**src/rtl/crlu_pkg.sv**
```systemverilog
package crlu_pkg;

    localparam int FLAG_W   = 4;
    localparam int FLAG_IW  = $clog2(FLAG_W);

    typedef enum logic [1:0] {
        FL_LT = 2'd0,
        FL_GT = 2'd1,
        FL_EQ = 2'd2,
        FL_SO = 2'd3
    } flag_e;

    typedef enum logic [2:0] {
        BOP_AND  = 3'd0,
        BOP_OR   = 3'd1,
        BOP_XOR  = 3'd2,
        BOP_NOR  = 3'd3,
        BOP_EQV  = 3'd4,
        BOP_ANDC = 3'd5,
        BOP_ORC  = 3'd6,
        BOP_NONE = 3'd7
    } bop_e;

    typedef enum logic [2:0] {
        WR_IDLE,
        WR_LOAD,
        WR_MOVE,
        WR_BIT,
        WR_CMP
    } wsrc_e;

    // packed so that the struct lines up with bit offsets 3..0 of a field
    typedef struct packed {
        logic so;
        logic eq;
        logic gt;
        logic lt;
    } flags_t;

    function automatic logic bop_eval(bop_e op, logic a, logic b);
        logic r;
        case (op)
            BOP_AND:  r = a & b;
            BOP_OR:   r = a | b;
            BOP_XOR:  r = a ^ b;
            BOP_NOR:  r = ~(a | b);
            BOP_EQV:  r = ~(a ^ b);
            BOP_ANDC: r = a & ~b;
            BOP_ORC:  r = a | ~b;
            default:  r = 1'b0;
        endcase
        return r;
    endfunction

    // fixed write priority: load > field copy > bit logic > compare
    function automatic wsrc_e pick_writer(logic ld, logic mv, logic bl, logic cm);
        wsrc_e w;
        if (ld)      w = WR_LOAD;
        else if (mv) w = WR_MOVE;
        else if (bl) w = WR_BIT;
        else if (cm) w = WR_CMP;
        else         w = WR_IDLE;
        return w;
    endfunction

endpackage

```
**src/rtl/crlu_cmp.sv**
```systemverilog
module crlu_cmp
    import crlu_pkg::*;
#(
    parameter int DATA_W = 32
) (
    input  logic              sgn,
    input  logic [DATA_W-1:0] op_a,
    input  logic [DATA_W-1:0] op_b,
    input  logic              so_in,
    output flags_t            res
);
    logic a_lt_b;
    logic same;

    always_comb begin
        same = (op_a == op_b);
        if (sgn) a_lt_b = ($signed(op_a) < $signed(op_b));
        else     a_lt_b = (op_a < op_b);
        res.so = so_in;
        res.eq = same;
        res.lt = a_lt_b;
        res.gt = !same && !a_lt_b;
    end
endmodule

```
**src/rtl/crlu_bitop.sv**
```systemverilog
module crlu_bitop
    import crlu_pkg::*;
#(
    parameter int NBITS = 32,
    localparam int IW   = $clog2(NBITS)
) (
    input  logic [NBITS-1:0] word,
    input  logic [2:0]       op,
    input  logic [IW-1:0]    idx_a,
    input  logic [IW-1:0]    idx_b,
    output logic             bit_res,
    output logic             active
);
    bop_e op_e;

    always_comb begin
        op_e    = bop_e'(op);
        bit_res = bop_eval(op_e, word[idx_a], word[idx_b]);
        active  = (op_e != BOP_NONE);
    end
endmodule

```
**src/rtl/crlu_cond.sv**
```systemverilog
module crlu_cond
    import crlu_pkg::*;
#(
    parameter int NFIELD = 8,
    localparam int FSW   = $clog2(NFIELD),
    localparam int NBITS = NFIELD * FLAG_W
) (
    input  logic [NBITS-1:0]   word,
    input  logic [FSW-1:0]     field,
    input  logic [FLAG_IW-1:0] flag,
    input  logic               want,
    output logic               take
);
    logic picked;

    always_comb begin
        picked = word[{field, flag}];
        take   = (picked == want);
    end
endmodule

```
**src/rtl/crlu_top.sv**
```systemverilog
module crlu_top
    import crlu_pkg::*;
#(
    parameter int NFIELD = 8,
    parameter int DATA_W = 32,
    localparam int WORD_W = NFIELD * FLAG_W,
    localparam int FSW    = $clog2(NFIELD),
    localparam int BIW    = $clog2(WORD_W)
) (
    input  logic                 clk,
    input  logic                 rst,
    input  logic                 cmp_en,
    input  logic                 cmp_signed,
    input  logic [FSW-1:0]       cmp_field,
    input  logic [DATA_W-1:0]    cmp_a,
    input  logic [DATA_W-1:0]    cmp_b,
    input  logic                 so_in,
    input  logic                 lg_en,
    input  logic [2:0]           lg_op,
    input  logic [BIW-1:0]       lg_src_a,
    input  logic [BIW-1:0]       lg_src_b,
    input  logic [BIW-1:0]       lg_dst,
    input  logic                 mv_en,
    input  logic [FSW-1:0]       mv_src,
    input  logic [FSW-1:0]       mv_dst,
    input  logic                 ld_en,
    input  logic [WORD_W-1:0]    ld_word,
    output logic [WORD_W-1:0]    cr_word,
    input  logic [FSW-1:0]       br_field,
    input  logic [FLAG_IW-1:0]   br_flag,
    input  logic                 br_want,
    output logic                 br_take
);
    logic [WORD_W-1:0] cr_q;
    logic [WORD_W-1:0] cr_d;
    flags_t            cmp_res;
    logic              bit_res;
    logic              bit_act;
    wsrc_e             writer;

    crlu_cmp #(.DATA_W(DATA_W)) u_cmp (
        .sgn   (cmp_signed),
        .op_a  (cmp_a),
        .op_b  (cmp_b),
        .so_in (so_in),
        .res   (cmp_res)
    );

    crlu_bitop #(.NBITS(WORD_W)) u_bitop (
        .word    (cr_q),
        .op      (lg_op),
        .idx_a   (lg_src_a),
        .idx_b   (lg_src_b),
        .bit_res (bit_res),
        .active  (bit_act)
    );

    crlu_cond #(.NFIELD(NFIELD)) u_cond (
        .word  (cr_q),
        .field (br_field),
        .flag  (br_flag),
        .want  (br_want),
        .take  (br_take)
    );

    always_comb begin
        writer = pick_writer(ld_en, mv_en, lg_en && bit_act, cmp_en);
        cr_d   = cr_q;
        case (writer)
            WR_LOAD: cr_d = ld_word;
            WR_MOVE: cr_d[mv_dst*FLAG_W +: FLAG_W] = cr_q[mv_src*FLAG_W +: FLAG_W];
            WR_BIT:  cr_d[lg_dst] = bit_res;
            WR_CMP:  cr_d[cmp_field*FLAG_W +: FLAG_W] = cmp_res;
            default: cr_d = cr_q;
        endcase
    end

    always_ff @(posedge clk) begin
        if (rst) cr_q <= '0;
        else     cr_q <= cr_d;
    end

    assign cr_word = cr_q;

    // compare unit always reports exactly one ordering flag
    assert_onehot_R3: assert property (@(posedge clk) disable iff (rst)
        cmp_en |-> $countones({cmp_res.lt, cmp_res.gt, cmp_res.eq}) == 1);

    // a load overrides everything else
    assert_load_R8: assert property (@(posedge clk) disable iff (rst)
        ld_en |=> cr_q == $past(ld_word));

    // field copy lands in the destination field
    assert_move_R7: assert property (@(posedge clk) disable iff (rst)
        (mv_en && !ld_en) |=>
        cr_q[$past(mv_dst)*FLAG_W +: FLAG_W] == $past(cr_q[mv_src*FLAG_W +: FLAG_W]));

    // a lone compare carries the sticky overflow into its field
    assert_cmp_so_R2: assert property (@(posedge clk) disable iff (rst)
        (cmp_en && !ld_en && !mv_en && !lg_en) |=>
        cr_q[$past(cmp_field)*FLAG_W + 3] == $past(so_in));

    // no request, no change
    assert_hold_R9: assert property (@(posedge clk) disable iff (rst)
        (!ld_en && !mv_en && !lg_en && !cmp_en) |=> $stable(cr_q));

endmodule

```
**config.mk**
```make
export PLATFORM = sky130hd
export DESIGN_NAME = crlu_top
export DESIGN_NICKNAME = d
export VERILOG_FILES = /design/src/rtl/crlu_pkg.sv /design/src/rtl/crlu_cmp.sv /design/src/rtl/crlu_bitop.sv /design/src/rtl/crlu_cond.sv /design/src/rtl/crlu_top.sv
export SDC_FILE = /design/constraint.sdc
export NUM_CORES = 1
export LEC_CHECK = 0
export ABC_AREA = 1
export BUFFER_PORTS_ARGS = -buffer_cell sky130_fd_sc_hd__buf_2
export CORE_MARGIN = 4
export CORE_UTILIZATION = 50
export CTS_CLUSTER_DIAMETER = 50
export CTS_CLUSTER_SIZE = 8
export DETAILED_ROUTE_END_ITERATION = 12
export GPL_ROUTABILITY_DRIVEN = 1
export PLACE_DENSITY_LB_ADDON = 0.1
export REMOVE_ABC_BUFFERS = 1
export SKIP_CTS_REPAIR_TIMING = 1
export SYNTH_ARGS = -nofsm -noshare
export SYNTH_HDL_FRONTEND = slang
export SYNTH_SLANG_ARGS = --single-unit
```
**constraint.sdc**
```tcl
create_clock -name clk -period 6.85 [get_ports clk]
set_clock_uncertainty 0.15 [all_clocks]
set_input_delay 1.37 -clock clk [delete_from_list [all_inputs] [get_ports clk]]
set_output_delay 1.37 -clock clk [all_outputs]
set_load 0.02 [all_outputs]
```
-- Yosys cells after proc, flatten, opt, wreduce, memory -nomap -nowiden
Index checks and enable logic that the tools add are counted.
W data, S select, Z words.
- output and inout bits: 33
- bits in registers: 32
- word-level logic and storage cells: 61
- add/sub/neg operators: 2
- eq/ne operators: 13
- reductions and logical operators: 7
- order comparisons: 7
- multiplexer cells: 18
- bitwise logic cells: 8
- shifts and indexed selects: 5
- operators by type and width (cell ; number):
    $pmux W32 S4 ; 1
    $bwmux W32 ; 3
    $neg A5 Y34 ; 2
    $shift A4 B34 Y32 const A ; 2
    $shiftx A4 B34 Y32 ; 2
    $lt A32 B32 Y1 ; 2
    $eq A32 B32 Y1 ; 1
    $shiftx A32 B6 Y4 ; 1
    $lt A5 B6 Y1 const B ; 4
    $bmux W1 S5 ; 3
    $eq A3 B2 Y1 const B ; 4
    $eq A3 B3 Y1 const B ; 4
    $mux W3 ; 4
    $pmux W1 S7 ; 1
    $eq A3 B1 Y1 const B ; 2
    $demux W1 S5 ; 1
    $ge A5 B1 Y1 const B ; 1
    $mux W1 ; 5
    $reduce_bool A4 Y1 ; 1
    $logic_and A1 B1 Y1 ; 3
    $logic_not A3 Y1 ; 1
    $ne A3 B3 Y1 const B ; 1
    $not A1 Y1 ; 3
    $and A1 B1 Y1 ; 2
    4 further kinds ; 6

-- Depth between registers and ports, before layout
Gate-level depths: netlist of the first run.
- depth in word-level cells: 7
- depth in mapped cells: 23

-- Cells and area by module
Synthesis of the first run repeated with hierarchy kept, for this count alone.
- cell total of the unflattened synthesis: 1196
- area, all modules: 6369.9 um2
- by module, submodules not included (module ; area an instance (um2) ; times used ; cells an instance ; sequential area each (um2)):
    crlu_top ; 4164.0 ; 1 ; 788 ; 640.6
    crlu_cmp ; 922.1 ; 1 ; 152 ; 0.0
    crlu_bitop ; 882.1 ; 1 ; 176 ; 0.0
    crlu_cond ; 401.6 ; 1 ; 80 ; 0.0

-- Worst setup path after synthesis of the first run
Ideal clock, no wire load.
- kind: input port to output port
- start point: input br_flag[1]
- end point: output br_take
- data required time: 5330 ps
- cell stages on the path: 9
- path slack: 2692 ps
- arrival: 2638 ps
- cell sequence: clkbuf_1 inv_1 a21oi_1 o21ai_0 nand3_1 nand3_1 a21oi_1 a21oi_1 xor2_1
- word-level cells in the longest chain between the ends: 3
- ends and longest elaborated chain (what ; line ; text):
    from (decl) ; crlu_top.sv:30 ; input logic [FLAG_IW-1:0] br_flag,
    $bmux W1 S5 ; crlu_cond.sv:17 ; picked = word[{field, flag}];
    $mux W1 (implied by the code) ; crlu_cond.sv:17 ;
    $eq A1 B1 Y1 ; crlu_cond.sv:18 ; take = (picked == want);
    to (decl) ; crlu_top.sv:32 ; output logic br_take
Every way passes these cells. The select of a mux whose other input is x is not followed.

-- Final worst setup path of the first run
- start point: input lg_src_a[0]
- end point: register cr_q[1], in the netlist cr_word[1]
- word-level cells in the longest chain between the ends: 7
- ends and longest elaborated chain (what ; line ; text):
    from (decl) ; crlu_top.sv:20 ; input logic [BIW-1:0] lg_src_a,
    $bmux W1 S5 * ; crlu_bitop.sv:18 ; bit_res = bop_eval(op_e, word[idx_a], word[idx_b]);
    $mux W1 (implied by the code) * ; crlu_bitop.sv:18 ;
    $xor A1 B1 Y1 / $or A1 B1 Y1 (equally long branches) ; - ;
    $not A1 Y1 (on tied branches) ; crlu_pkg.sv:47, crlu_pkg.sv:46 ;
    $pmux W1 S7 * ; crlu_pkg.sv:42 ; case (op)
    $bwmux W32 * ; crlu_top.sv:72 ; WR_BIT: cr_d[lg_dst] = bit_res;
    $pmux W32 S4 * ; crlu_top.sv:69 ; case (writer)
    to (signal assigned) ; crlu_top.sv:80 ; else cr_q <= cr_d;
    to (decl) ; crlu_top.sv:34 ; logic [WORD_W-1:0] cr_q;
Every way passes the cells marked *; elsewhere a longest branch is shown, timed or not. The select of a mux whose other input is x is not followed.
A chain may end at the register's enable or synchronous reset.

==> results of run 1 <==
==> metal layers <==
layer / wire length (microns) / global-route usage [%]
met1: 9859 / 49.33
met2: 10110 / 51.98
met3: 3713 / 10.00
met4: 1052 / 13.38
met5: 0 / 0
==> path summary, 6_finish.rpt <==
check                 to  cells after the start  slack, ns
min reg2reg  cr_word[23]                      2       0.53
min          cr_word[23]                      2       0.53
max           cr_word[1]                     22       1.99
max reg2reg   cr_word[1]                     20       2.57
==> kinds of logic after synthesis <==
kind of cell             Yosys count  synth area share (%)
XOR/XNOR                           1                0.1484
flip-flops                        32                 10.85
AND/OR/NAND/NOR                  543                 40.89
buffers and inverters            202                 14.16
adder cells (fa/ha/maj)           38                 8.056
AO/OA/AOI/OAI                    295                 25.89
==> synthesized netlist by cell type (2+ instances only) <==
cell | number | share of area (%)
nand2_1 | 262 | 17
inv_1 | 153 | 9.7
a21oi_1 | 135 | 11
o21ai_0 | 129 | 11
nand3_1 | 106 | 9.0
nor2_1 | 99 | 6.3
ha_1 | 38 | 8.1
dfxtp_1 | 32 | 11
nand4_1 | 24 | 2.5
clkbuf_1 | 22 | 1.4
or2_0 | 21 | 2.2
nor3_1 | 13 | 1.1
o211ai_1 | 11 | 1.4
o21ai_1 | 11 | 0.93
buf_2 | 7 | 0.59
buf_6 | 7 | 1.3
inv_2 | 7 | 0.45
nand3_2 | 5 | 0.85
nor4_1 | 5 | 0.53
a211oi_1 | 4 | 0.51
buf_4 | 2 | 0.25
nand2_2 | 2 | 0.21
nand2_4 | 2 | 0.38
o21a_1 | 2 | 0.25
==> tightest hold or removal path: cells and delay by family (launching register included) <==
| family | cells | cell delay [ns] |
|---|---|---|
| DFF | 1 | 0.39 |
| AOI/OAI and AO/OA | 2 | 0.24 |
==> metrics by stage <==
stage               power, mW  hold WS (ns)  util (%)  setup WS [ns]  area (sq um)
global placement       0.6972        0.5074     58.82          1.857          6745
floorplan              0.5144        0.5034         -          2.698          5685
detailed placement     0.7004        0.5121     58.82          1.755          6745
CTS                    0.9382        0.5184     60.13          2.042          6895
finish                 0.9510        0.5321     60.13          1.989          6895
global route            1.011        0.5674     60.13          1.565          6895
==> cell type report <==
| class | instances | area, sq um | share of cell area [%] |
|---|---|---|---|
| clock buffers | 7 | 142.6 | 2.069 |
| clock inverters | 1 | 7.507 | 0.1089 |
| inverters | 163 | 619.3 | 8.982 |
| multi-input cells | 877 | 4431 | 64.25 |
| flip-flops and latches | 32 | 640.6 | 9.291 |
| well taps | 143 | 178.9 | 2.595 |
| repair buffers | 173 | 875.8 | 12.70 |
==> power breakdown <==
| part | switching (mW) | internal (mW) | total, mW |
|---|---|---|---|
| Sequential | 0.0620 | 0.205 | 0.267 |
| Combinational | 0.291 | 0.153 | 0.444 |
| Clock | 0.0948 | 0.145 | 0.240 |
| Total | 0.448 | 0.503 | 0.951 |
==> results.py, run 1 <==
metrics = {
    "drt": {
        "vias_per_cell": 5.779,
        "dr.pass1.iters": 6,
        "route.detailed.wl_per_inst_microns": 17.72,
        "via_count": 8067,
        "drtIter0Drc": 895,
        "wirelength_microns": 24740,
        "antenna_left": 0,
        "drc": 0,
    },
    "global_routing": {
        "first_global_vias": 6893,
        "antenna_found_initial": 1,
        "grt_use_total_pct": 35.47,
        "grt_overflow_total": 0,
        "grt_pass1_wl_microns": 37270,
        "grt_start_max_net_pins": 58,
    },
    "power": {
        "p_leak_nw": 3.419,
        "cellPowerDensity_nw_per_um2": 137.9,
        "ir_drop_mv": 0.1454,
    },
    "placed_design": {
        "port_buffers": 169,
        "gp_congestion": 1.023,
        "hpwl_microns": 18660,
        "dp.cells": 1388,
    },
    "status": {
        "status": "finished, final reports clean",
    },
    "cts": {
        "clk_pin_slew_ns": 0.06,
        "htreeDepth": 2,
        "cts_tree": "built",
        "cts_sinks": 32,
        "cts_root_buffer": "clkbuf_16",
        "cts_made_buffers": 5,
        "cts_buffer_depth": 2,
        "clk_latency_ns": 0.29,
    },
    "synthesis": {
        "netlist_area_sq_um": 5902,
        "synthArstFlopShare_pct": 0,
        "netlist_instances": 1111,
        "yosysSeqAreaShare_pct": 10.85,
        "yosysWarnings": 0,
        "synth_ff_type": "dfxtp_1",
        "postSynthAreaPerCell_sq_um": 5.312,
        "ys_seq_elements": 32,
        "synth_edf_count": 0,
        "ys_types": 36,
    },
    "timing": {
        "setup_violations": 0,
        "rsz0062_at_grt": "no",
        "max_slew_margin_pct": 16.66,
        "min_period_ns": 4.861,
        "worstMarginPinSlew_ns": 1.241,
        "drv_slew": 0,
        "period_share_pct": 70.97,
        "tns_ns": 0,
        "fmax_ghz": 0.2057,
        "hold_violations": 0,
    },
    "job": {
        "max_cap_viol_count": 0,
    },
    "worst_setup_path": {
        "cp-start-kind": "primary input",
        "endpoint_kind": "register",
        "crit_fanout": 21,
        "r2r_start": "cr_word[18]",
        "worst_ep_arrival_time_ns": 4.89,
        "crit_path_start": "lg_src_a[0]",
        "crit_required_ns": 6.87,
        "cpMaxStageDelayCell": "nor4_4",
        "critPathTopFamily": "simple AND/OR/NAND/NOR gates",
        "path_cells": "buf_2 > inv_1 > nand2_1 > nand3_1 > nand3_1 > nand2_1 > nand2_1 > nand2_1 > nand2_1 > nand2_1 > inv_1 > ha_1 > nand3_1 > a21oi_1 > nor4_4 > nand2_4 > inv_4 > nand2_1 > nand2_1 > nand4_1 > nor2_1 > nor2_1",
        "crit_path_frequent_cell": "nand2_1",
        "path_buf_inv": 4,
        "max_stage_delay_ns": 1.04,
        "critical_path_class": "in -> reg",
    },
    "finish": {
        "largest_register_ffs": 32,
        "fin_cells": 1396,
        "nNetsFinal": 1427,
        "final_common_cell": "nand2_1",
        "fillers": 1242,
        "area_growth_pct": 16.83,
        "drive_gt1_share_pct": 16.28,
        "antennaDiodeCount": 0,
        "mostFrequentLayoutCells": "262 x nand2_1, 169 x buf_2, 153 x inv_1",
    },
    "worst_hold_path": {
        "hold_class": "reg -> reg",
        "hold_path_startpoint": "cr_word[23]",
    },
    "floorplanning": {
        "die-area_sq_um": 13610,
        "start_util_pct": 51.47,
        "rows": 39,
        "dieWidth_microns": 116.6,
        "core_area_sq_um": 11470,
        "die_y_microns": 116.6,
        "num_io_pins": 170,
    },
}
Power figures use the tool's default switching activity.
==> inputs of run 2 (changes only) <==
Settings changed: CORE_UTILIZATION 50 to 49.
Clock period 6.85 ns to 4.3 ns, I/O delays scaled along.
==> results.py, run 2 (synthesis results as in run 1) <==
metrics = {
    "floorplanning": {
        "die-area_sq_um": 13870,
        "die_y_microns": 117.8,
        "dieWidth_microns": 117.8,
        "rows": 39,
        "num_io_pins": 170,
        "core_area_sq_um": 11610,
        "start_util_pct": 50.82,
    },
    "power": {
        "total_power_mw": 1.522,
        "p_leak_nw": 3.473,
        "ir_drop_mv": 0.2114,
        "cellPowerDensity_nw_per_um2": 218.3,
    },
    "timing": {
        "rsz0062_at_grt": "no",
        "min_period_ns": 3.801,
        "setup_violations": 0,
        "fmax_ghz": 0.2631,
        "worstMarginPinSlew_ns": 0.9659,
        "max_slew_margin_pct": 35.54,
        "hold_violations": 0,
        "whs_ns": 0.5431,
        "drv_slew": 0,
        "period_share_pct": 88.40,
        "tns_ns": 0,
    },
    "drt": {
        "drc": 0,
        "vias_per_cell": 5.779,
        "route.detailed.wl_per_inst_microns": 17.39,
        "antenna_left": 0,
        "via_count": 8125,
        "dr.pass1.iters": 6,
        "drtIter0Drc": 1138,
        "wirelength_microns": 24450,
    },
    "finish": {
        "nNetsFinal": 1436,
        "mostFrequentLayoutCells": "262 x nand2_1, 169 x buf_2, 153 x inv_1",
        "area_growth_pct": 18.13,
        "fin_cells": 1406,
        "drive_gt1_share_pct": 16.96,
        "largest_register_ffs": 32,
        "fin_area_sq_um": 6972,
        "final_common_cell": "nand2_1",
    },
    "worst_setup_path": {
        "critical_path_class": "in -> reg",
        "crit_fanout": 21,
        "ff2ff_setup_slack_ns": 0.90,
        "r2r-end": "cr_word[5]",
        "endpoint_kind": "register",
        "cp-start-kind": "primary input",
        "r2r_cells": 19,
        "worst_ep_arrival_time_ns": 3.83,
        "r2r_start": "cr_word[19]",
        "crit_required_ns": 4.33,
    },
    "placed_design": {
        "port_buffers": 169,
        "gp_congestion": 1.015,
        "hpwl_microns": 18970,
        "dp.cells": 1397,
        "place_area_sq_um": 6825,
    },
    "global_routing": {
        "grt_use_total_pct": 33.98,
        "grt_pass1_wl_microns": 38180,
        "antenna_found_initial": 1,
        "grt_overflow_total": 0,
        "grt_start_max_net_pins": 40,
        "first_global_vias": 7071,
    },
    "worst_hold_path": {
        "hold_path_end": "cr_word[23]",
        "hold_class": "reg -> reg",
        "hold_path_startpoint": "cr_word[23]",
        "hold_depth": 2,
    },
    "cts": {
        "htreeDepth": 2,
        "clk_latency_ns": 0.30,
        "clk_pin_slew_ns": 0.06,
        "cts_buffer_depth": 2,
        "cts_root_buffer": "clkbuf_16",
        "cts_tree": "built",
        "cts_made_buffers": 5,
        "cts_sinks": 32,
    },
    "job": {
        "max_cap_viol_count": 0,
    },
    "status": {
        "status": "finished, final reports clean",
    },
}
run 2: cell types whose count changed in the layout (fill, tap and decap cells not counted):
cell and delta:
clkinvlp_4 -1, clkbuf_1 -1, clkinv_4 +1, clkbuf_8 -1, clkinv_2 +2, diode_2 +1, buf_4 +8, buf_12 +1
run 2: area by class of cell:
| type | count | area [sq um] |
|---|---|---|
| repair buffers | 182 | 955.9 |
| clock buffers | 5 | 125.1 |
| fillers | 1281 | 4642 |
| clock inverters | 3 | 18.77 |
| diodes | 1 | 2.502 |
| well taps | 143 | 178.9 |
| inverters | 163 | 619.3 |
| multi-input cells | 877 | 4431 |
| flip-flops and latches | 32 | 640.6 |
run 2: stage by stage:
| stage | util (%) | setup slack [ns] |
|---|---|---|
| final | 60.03 | 0.4988 |
| after global routing | 60.03 | 0.2100 |
| after CTS | 60.01 | 0.5845 |
| after detailed placement | 58.77 | 0.2814 |
| after global placement | 58.77 | 0.3338 |
| after floorplan | - | 0.6579 |
run 2: worst max path at each step:
stage                      startpoint     endpoint  cells after the start
after floorplan           lg_src_a[0]  cr_word[27]                     19
after global placement    lg_src_a[0]  cr_word[21]                     21
after detailed placement  lg_src_a[0]   cr_word[5]                     21
after CTS                 lg_src_a[0]   cr_word[5]                     21
after global routing      lg_src_a[0]   cr_word[5]                     21
final                     lg_src_a[0]   cr_word[5]                     21
run 2: power by group:
part | total [mW] | internal (mW) | switching [mW]
clock | 0.376 | 0.214 | 0.162
sequential | 0.406 | 0.326 | 0.0804
combinational | 0.740 | 0.257 | 0.482
total | 1.52 | 0.797 | 0.725
run 2: worst max-delay path, stage by stage:
cell and delay (ns):
buf_2 0.21, inv_1 0.31, nand2_1 0.08, nand3_1 0.08, nand3_1 0.07, nand2_1 0.08
nand2_1 0.06, nand2_1 0.06, nand2_1 0.05, nand2_1 0.13, inv_1 0.09, ha_1 0.31
nand3_1 0.09, a21oi_1 0.10, nor4_4 0.52, buf_4 0.33, nand3_1 0.10, a21oi_1 0.14
nand2_1 0.07, nand2_1 0.05, a21oi_1 0.05
run 2: layer usage:
metal | wire (microns) | up-vias | GRT usage [%]
li1 | - | 3990 | -
met1 | 10280 | 3604 | 47.89
met5 | 0 | - | 0
met4 | 539 | 0 | 8.132
met2 | 10750 | 478 | 53.25
met3 | 2882 | 53 | 6.728
